**src/rtl/gpr_pkg.sv**
```systemverilog
package gpr_pkg;

    // Access size carried by every port
    typedef enum logic [1:0] {
        ACC_BYTE = 2'b00,
        ACC_HALF = 2'b01,
        ACC_WORD = 2'b10,
        ACC_WIDE = 2'b11
    } acc_size_e;

    localparam int unsigned BYTE_BITS = 8;
    localparam int unsigned HALF_BITS = 16;

endpackage

```
**src/rtl/gpr_lane_map.sv**
```systemverilog
module gpr_lane_map
    import gpr_pkg::*;
#(
    parameter int unsigned NREG = 8,
    parameter int unsigned XLEN = 32,
    localparam int unsigned IDXW = $clog2(NREG),
    localparam int unsigned SHW  = $clog2(XLEN)
) (
    input  logic [IDXW-1:0] code,
    input  logic [1:0]      size,
    output logic [IDXW-1:0] idx,
    output logic [XLEN-1:0] mask,
    output logic [SHW-1:0]  shift
);

    localparam logic [XLEN-1:0] BYTE_MASK = XLEN'({BYTE_BITS{1'b1}});
    localparam logic [XLEN-1:0] HALF_MASK = XLEN'({HALF_BITS{1'b1}});

    always_comb begin
        unique case (acc_size_e'(size))
            ACC_BYTE: begin
                // top code bit picks the upper byte of the half-word
                idx   = {1'b0, code[IDXW-2:0]};
                shift = code[IDXW-1] ? SHW'(BYTE_BITS) : '0;
                mask  = BYTE_MASK << shift;
            end
            ACC_HALF: begin
                idx   = code;
                shift = '0;
                mask  = HALF_MASK;
            end
            default: begin
                idx   = code;
                shift = '0;
                mask  = '1;
            end
        endcase
    end

endmodule

```
**src/rtl/gpr_read_port.sv**
```systemverilog
module gpr_read_port #(
    parameter int unsigned NREG = 8,
    parameter int unsigned XLEN = 32,
    localparam int unsigned IDXW = $clog2(NREG),
    localparam int unsigned SHW  = $clog2(XLEN)
) (
    input  logic [XLEN-1:0] regs [NREG],
    input  logic [IDXW-1:0] code,
    input  logic [1:0]      size,
    output logic [XLEN-1:0] data
);

    logic [IDXW-1:0] sel_idx;
    logic [XLEN-1:0] sel_mask;
    logic [SHW-1:0]  sel_shift;

    gpr_lane_map #(.NREG(NREG), .XLEN(XLEN)) u_map (
        .code  (code),
        .size  (size),
        .idx   (sel_idx),
        .mask  (sel_mask),
        .shift (sel_shift)
    );

    // Field extracted and moved down to bit 0, upper bits zero
    always_comb begin
        data = (regs[sel_idx] & sel_mask) >> sel_shift;
    end

endmodule

```
**src/rtl/gpr_ip_reg.sv**
```systemverilog
module gpr_ip_reg #(
    parameter int unsigned XLEN    = 32,
    parameter int unsigned IP_STEP = 1
) (
    input  logic            clk,
    input  logic            rst,
    input  logic            load,
    input  logic            inc,
    input  logic [XLEN-1:0] next,
    output logic [XLEN-1:0] value
);

    localparam logic [XLEN-1:0] STEP = XLEN'(IP_STEP);

    always_ff @(posedge clk) begin
        if (rst)       value <= '0;
        else if (load) value <= next;
        else if (inc)  value <= value + STEP;
    end


    ip_load_chk: assert property (@(posedge clk) disable iff (rst)
        load |=> (value == $past(next)));


    ip_step_chk: assert property (@(posedge clk) disable iff (rst)
        (inc && !load) |=> (value == $past(value) + STEP));


    ip_hold_chk: assert property (@(posedge clk) disable iff (rst)
        (!inc && !load) |=> $stable(value));

endmodule

```
**src/rtl/gpr_file.sv**
```systemverilog
module gpr_file
    import gpr_pkg::*;
#(
    parameter int unsigned NREG    = 8,
    parameter int unsigned XLEN    = 32,
    parameter int unsigned IP_STEP = 1,
    localparam int unsigned IDXW   = $clog2(NREG),
    localparam int unsigned SHW    = $clog2(XLEN)
) (
    input  logic            clk,
    input  logic            rst,
    input  logic            wr_en,
    input  logic [IDXW-1:0] wr_code,
    input  logic [1:0]      wr_size,
    input  logic [XLEN-1:0] wr_data,
    input  logic [IDXW-1:0] ra_code,
    input  logic [1:0]      ra_size,
    output logic [XLEN-1:0] ra_data,
    input  logic [IDXW-1:0] rb_code,
    input  logic [1:0]      rb_size,
    output logic [XLEN-1:0] rb_data,
    input  logic            ip_load,
    input  logic            ip_inc,
    input  logic [XLEN-1:0] ip_next,
    output logic [XLEN-1:0] ip_value
);

    logic [XLEN-1:0] regs [NREG];

    logic [IDXW-1:0] w_idx;
    logic [XLEN-1:0] w_mask;
    logic [SHW-1:0]  w_shift;
    logic [XLEN-1:0] w_field;

    gpr_lane_map #(.NREG(NREG), .XLEN(XLEN)) u_wmap (
        .code  (wr_code),
        .size  (wr_size),
        .idx   (w_idx),
        .mask  (w_mask),
        .shift (w_shift)
    );

    always_comb begin
        w_field = (wr_data << w_shift) & w_mask;
    end

    for (genvar gi = 0; gi < NREG; gi++) begin : g_reg
        always_ff @(posedge clk) begin
            if (rst) begin
                regs[gi] <= '0;
            end else if (wr_en && (w_idx == IDXW'(gi))) begin
                regs[gi] <= (regs[gi] & ~w_mask) | w_field;
            end
        end


        idle_hold_chk: assert property (@(posedge clk) disable iff (rst)
            !wr_en |=> $stable(regs[gi]));


        merge_keep_chk: assert property (@(posedge clk) disable iff (rst)
            (wr_en && (w_idx == IDXW'(gi)))
            |=> (((regs[gi] ^ $past(regs[gi])) & ~$past(w_mask)) == '0));

        if (gi >= NREG / 2) begin : g_upper

            no_byte_upper_chk: assert property (@(posedge clk) disable iff (rst)
                (wr_en && (wr_size == ACC_BYTE)) |=> $stable(regs[gi]));
        end
    end

    gpr_read_port #(.NREG(NREG), .XLEN(XLEN)) u_rda (
        .regs (regs),
        .code (ra_code),
        .size (ra_size),
        .data (ra_data)
    );

    gpr_read_port #(.NREG(NREG), .XLEN(XLEN)) u_rdb (
        .regs (regs),
        .code (rb_code),
        .size (rb_size),
        .data (rb_data)
    );

    gpr_ip_reg #(.XLEN(XLEN), .IP_STEP(IP_STEP)) u_ip (
        .clk   (clk),
        .rst   (rst),
        .load  (ip_load),
        .inc   (ip_inc),
        .next  (ip_next),
        .value (ip_value)
    );


    byte_ext_chk: assert property (@(posedge clk) disable iff (rst)
        (ra_size == ACC_BYTE) |-> (ra_data[XLEN-1:BYTE_BITS] == '0));


    half_ext_chk: assert property (@(posedge clk) disable iff (rst)
        (rb_size == ACC_HALF) |-> (rb_data[XLEN-1:HALF_BITS] == '0));


    reset_clear_chk: assert property (@(posedge clk)
        $past(rst) |-> (ip_value == '0));

endmodule

```
**config.mk**
```make
export PLATFORM = sky130hd
export DESIGN_NAME = gpr_file
export DESIGN_NICKNAME = d
export VERILOG_FILES = /design/src/rtl/gpr_pkg.sv /design/src/rtl/gpr_lane_map.sv /design/src/rtl/gpr_read_port.sv /design/src/rtl/gpr_ip_reg.sv /design/src/rtl/gpr_file.sv
export SDC_FILE = /design/constraint.sdc
export NUM_CORES = 1
export LEC_CHECK = 0
export ABC_AREA = 1
export BUFFER_PORTS_ARGS = -buffer_cell sky130_fd_sc_hd__buf_2
export CAP_MARGIN = 20
export CELL_PAD_IN_SITES_DETAIL_PLACEMENT = 1
export CELL_PAD_IN_SITES_GLOBAL_PLACEMENT = 2
export CORE_UTILIZATION = 35
export DETAILED_ROUTE_END_ITERATION = 8
export GPL_TIMING_DRIVEN = 0
export PLACE_DENSITY_LB_ADDON = 0.1
export SYNTH_ARGS = -nofsm -noshare
export SYNTH_HDL_FRONTEND = slang
export SYNTH_HIERARCHICAL = 1
export SYNTH_SLANG_ARGS = --single-unit
```
**constraint.sdc**
```tcl
create_clock -name clk -period 4.34 [get_ports clk]
set_input_delay 0.868 -clock clk [delete_from_list [all_inputs] [get_ports clk]]
set_output_delay 0.868 -clock clk [all_outputs]
set_load 0.01 [all_outputs]
```
Word level (Yosys, flattened, before mapping)
Cells that the tools add are included.
{"block": "totals", "reg_bits": 288, "latchBits": 0, "ramBits": 0, "rom_bits": 0, "word_cells": 83, "n_memories": 0}
{"block": "classes", "addsub": 1, "n_mul": 0, "div_mod_pow": 0, "magnitude_cmp": 2, "eq_ne": 10, "shift": 6, "mux": 20, "bitwise_logic": 22, "n_reduce_logical": 13}
{"cell": "32-bit bitwise AND", "count": 11}
{"cell": "32-bit bitwise OR", "count": 8}
{"cell": "32-bit binary-select mux with 3-bit select", "count": 2}
{"cell": "32-bit two-way mux", "count": 6}
{"cell": "32-bit case mux with 2 select lines", "count": 3}
{"cell": "8-bit by 5-bit << shifter with 32-bit output (first input constant)", "count": 3}
{"cell": "32-bit by 5-bit right shift with 32-bit output", "count": 2}
{"cell": "32-bit by 1-bit adder with 32-bit output (second input constant)", "count": 1}
{"cell": "32-bit inverter", "count": 1}
{"cell": "32-bit by 5-bit << shifter with 32-bit output", "count": 1}
{"cell": "5-bit two-way mux", "count": 3}
{"cell": "3-bit equality test (second input constant)", "count": 4}
{"cell": "4-bit two-way mux", "count": 3}
{"cell": "3-bit two-way mux", "count": 3}
{"cell": "4-bit greater-or-equal comparator (second input constant)", "count": 2}
{"cell": "1-bit logical AND", "count": 8}
{"cell": "3-bit inverter with 4-bit output", "count": 2}
{"cell": "2-bit by 1-bit equality test with 1-bit output (second input constant)", "count": 3}
{"cell": "3-bit by 2-bit equality test with 1-bit output (second input constant)", "count": 2}
{"cell": "2-bit logical NOT", "count": 3}
{"cell": "3-bit by 1-bit equality test with 1-bit output (second input constant)", "count": 1}
{"cell": "3-bit logical NOT", "count": 1}
{"cell": "2-bit nonzero test", "count": 1}

Logic depth before layout (Yosys ltp)
{"block": "logic_depth", "depth_word": 8, "mapped_depth": 17, "mapped_depth_nobuf": 13}

Modules after synthesis
The synthesis kept the hierarchy.
{"mod": "gpr_file", "n_inst": 1, "cells_per_inst": 1713, "area_per_inst_um2": 11850.1}
{"mod": "gpr_read_port", "n_inst": 2, "cells_per_inst": 1044, "area_per_inst_um2": 4586.9}
{"mod": "gpr_ip_reg", "n_inst": 1, "cells_per_inst": 340, "area_per_inst_um2": 2194.6}
{"mod": "gpr_lane_map", "n_inst": 3, "cells_per_inst": 46, "area_per_inst_um2": 306.5}

Least setup slack after synthesis
OpenSTA, ideal clock, no wires.
{"block": "synth_path", "kind": "input to output", "start": "in ra_code[0]", "end": "out ra_data[16]", "arrival_time_ns": 2.276, "required_time_ns": 3.472, "path_slack_ns": 1.196, "stages": 15, "n_path_buf": 4, "path_cell_list": "buf_4 > buf_6 > inv_4 > buf_6 > buf_6 > nand2_1 > nand2_1 > nand2_1 > nand3_1 > nand4_1 > nand3_1 > nand3_1 > nand3_1 > nand2_1 > nor2_1"}
{"block": "synth_between", "elab_chain_cells": 7}
{"element": "start, declared", "line": "gpr_file.sv:16", "text": "input logic [IDXW-1:0] ra_code,"}
{"element": "3-bit two-way mux", "line": "gpr_lane_map.sv:20", "text": "unique case (acc_size_e'(size))"}
{"element": "3-bit inverter with 4-bit output (implied by the code)", "line": "gpr_read_port.sv:27", "text": "data = (regs[sel_idx] & sel_mask) >> sel_shift;"}
{"element": "32-bit binary-select mux with 3-bit select", "line": "gpr_read_port.sv:27"}
{"element": "32-bit two-way mux (implied by the code) (2 in a row)", "line": "gpr_read_port.sv:27"}
{"element": "32-bit bitwise AND", "line": "gpr_read_port.sv:27"}
{"element": "32-bit by 5-bit right shift with 32-bit output", "line": "gpr_read_port.sv:27"}
{"element": "end, declared", "line": "gpr_file.sv:18", "text": "output logic [XLEN-1:0] ra_data,"}
No other way between the ends. The select of a mux whose other input is x is not followed.

Worst setup path after layout
{"block": "layout_path", "start": "in rb_code[1]", "end": "out rb_data[12]"}
{"block": "layout_between", "elab_chain_cells": 7}
{"element": "start, declared", "line": "gpr_file.sv:19", "text": "input logic [IDXW-1:0] rb_code,"}
{"element": "3-bit two-way mux", "line": "gpr_lane_map.sv:20"}
{"element": "3-bit inverter with 4-bit output (implied by the code)", "line": "gpr_read_port.sv:27"}
{"element": "32-bit binary-select mux with 3-bit select", "line": "gpr_read_port.sv:27"}
{"element": "32-bit two-way mux (implied by the code) (2 in a row)", "line": "gpr_read_port.sv:27"}
{"element": "32-bit bitwise AND", "line": "gpr_read_port.sv:27"}
{"element": "32-bit by 5-bit right shift with 32-bit output", "line": "gpr_read_port.sv:27"}
{"element": "end, declared", "line": "gpr_file.sv:21", "text": "output logic [XLEN-1:0] rb_data,"}
No other way between the ends. The select of a mux whose other input is x is not followed.

==> impl_metrics.tcl <==
set metrics [dict create \
    dr.pass1.iters 5 \
    switching_share_pct 36.75 \
    num-fill-cells 9506 \
    drc 0 \
    final_util_pct 40.65 \
    synth-simple-area-share_pct 49.08 \
    finalHoldViolCount 0 \
    nets 4590 \
    synth_xor_area_share_pct 0.3991 \
    timing.final.crit_share_pct 101.0 \
    grt_start_max_net_pins 19 \
    cp-start-kind "input pin" \
    power_frac_clock_pct 39.8 \
    drive_above_1_share_pct 11.65 \
    n_antenna_cell 0 \
    clk_pin_slew_ns 0.05 \
    top_layer "met5" \
    critical_path_class "in2out" \
    status "finished, violations left" \
    synth_top_family_by_area "simple AND/OR/NAND/NOR gates" \
    routedLengthMet1_mm 58.17 \
    ys_seq_area_share_pct 23.89 \
    synth.distinct_cells 37 \
    fp.dieH_um 264.6 \
    synth_area_leaders "dfxtp_1, nand3_1, nand2_1" \
    cp-end-kind "output pin" \
    die_area_um2 70020 \
    mostFrequentLayoutCells "nand2_1, nand3_1, nor2_1" \
    slew_violations 0 \
    dpl.hpwl_mm 103.1 \
    root_buffer "clkbuf_16" \
    hp-class "reg2reg" \
    antenna_found_initial 1 \
    finClkSkew_ns 0.003881 \
    rows 95 \
    wirelength_mm 136.6 \
    core_area_um2 67750 \
    wl_met3_mm 11.13 \
    critPathMaxFanout 10 \
    io_pins 180 \
    portBuffers 172 \
    cp.arrival_ns 3.52 \
    yosysTopAreaCell "dfxtp_1" \
    switchingPower_mw 3.102 \
    postRouteAntennaNets 0 \
    fmax_ghz 0.2281 \
    clock_latency_ns 0.56 \
    grt-ovfl-total 0 \
    grt_pass1_wl_mm 197.9 \
    synthMuxAreaShare_pct 0 \
    avgSynthCellArea_um2 5.641 \
    ir_drop_mv 0.2487 \
    setup_violations 1 \
    hold_buffers 0 \
    cts_buffers 39 \
    cts_max_path_buffers 3 \
    rr_startpoint "u_ip/value[14]" \
    cts_max_level 2 \
    initial_core_util_pct 35.63 \
    drt_iter0_markers 3123 \
    synth_seq_cells 288 \
    violations "setup timing" \
    die_x_um 264.6 \
    p_per_area_nw_per_um2 306.5 \
    met2_length_mm 58.17 \
    synth_compound_area_share_pct 11.76 \
    min-delay-start "u_ip/value[3]" \
    netlist.area_leader.share_pct 23.89 \
    vias_per_cell 5.788 \
    grt_util_all_layers_pct 38.06 \
    seqPwrFrac_pct 33.5 \
    relSlewSlack_pct 17.25 \
    vias 31284 \
    setup_tns_ns -0.04457 \
    cp.required_ns 3.47 \
    synth_cells 4279 \
    combPwrFrac_pct 26.7 \
    synth_warnings 6 \
    syn_to_final_growth_pct 14.11 \
    place_congestion 0.9835 \
    drv_cap 0 \
    final_common_cell "nand2_1" \
    worst-slew-pin-transition_ns 1.241 \
    timing.final.crit_period_ns 4.385 \
    worstSetupStartpoint "rb_code[1]" \
    p_leak_nw 13.51 \
    cell_internal_pwr_mw 5.339 \
    first_global_vias 29483 \
    cts_num_sinks 288 \
    yosys.area_share.adder_pct 0.05183 \
    cts_tree "done" \
    wl_per_cell_um 25.27 \
    layout_setup_ws_ns -0.04457 \
    netlist_area_um2 24140 \
]
[timing repair]
action                                  in CTS  in global routing
endpoints found under the hold margin        0                  0
setup buffers                                0                  0
endpoints found under the setup margin      54                 21
gates resized for setup                     12                 17
[worst paths after layout]
check                   end  depth (start not counted)  slack (ns)
max             rb_data[12]                         12       -0.04
min reg2reg   u_ip/value[3]                          2        0.55
min           u_ip/value[3]                          2        0.55
max reg2reg  u_ip/value[19]                          8        2.64
[metal layers]
layer / GRT usage (%) / vias up
li1: - / 14290
met1: 51.05 / 15209
met2: 58.18 / 1425
met3: 5.453 / 358
met4: 21.75 / 2
met5: 0 / -
[area by class of cell]
class	count	area, um2	share of cell area [%]
buffer	357	2062	7.486
clock inverter	13	121.4	0.4406
tap	873	1092	3.966
multi-input combinational	3233	14850	53.91
timing repair buffer	176	933.4	3.389
inverter	410	1551	5.633
clock buffer	55	1169	4.243
sequential	288	5766	20.93
[synth_stat cells, drive strengths merged]
master,n
clkbuf,106
nor3,10
clkinv,7
a31oi,4
nand2,1136
conb,3
dfxtp,288
or2,4
and2,1
a22oi,24
xnor2,3
buf,251
xor2,8
o21ai,207
o21a,98
and3,4
inv,403
ha,1
nand3,938
nand4,88
nor2,523
nand3b,2
a21oi,170
[cell families (layout without fill, tap and decap cells)]
family / after synthesis / count (layout)
AND/OR/NAND/NOR: 2706 / 2706
flip-flops: 288 / 288
other: 3 / 12
buffers and inverters: 767 / 1011
adder cells (fa/ha/maj): 1 / 1
AO/OA/AOI/OAI: 503 / 503
XOR/XNOR: 11 / 11
[stage by stage]
stage | cell area [um2] | hold WS (ns) | power (mW) | setup WS, ns | cells
3_5_place_dp | 26200 | 0.5490 | 4.938 | -0.3680 | 5337
5_1_grt | 27540 | 0.5935 | 8.672 | -0.01836 | 5405
6_report | 27540 | 0.5547 | 8.441 | -0.04457 | 5405
4_1_cts | 27510 | 0.5576 | 8.264 | 0.002122 | 5405
3_3_place_gp | 26130 | 0.5426 | 4.918 | -0.3994 | 5333
2_1_floorplan | 24170 | 0.5140 | 4.126 | 1.196 | 4288
[power groups by stage]
| stage | clock (mW) | sequential [mW] | combinational (mW) |
|---|---|---|---|
| detailed placement | 0 | 2.88 | 2.06 |
| CTS | 3.37 | 2.82 | 2.07 |
| floorplan | 0 | 2.85 | 1.27 |
| finish | 3.36 | 2.82 | 2.25 |
| global placement | 0 | 2.88 | 2.04 |
| global route | 3.46 | 2.83 | 2.38 |
[worst max-delay path, stage by stage]
cell      delay, ns
buf_4          0.14
inv_2          0.23
clkbuf_1       0.77
nand3_1        0.18
nand3_1        0.32
nand4_1        0.18
nand3_1        0.17
nand3_1        0.13
nand3_1        0.16
nand3_1        0.15
nand2_1        0.09
buf_2          0.12
Power figures use the tool's default switching activity.
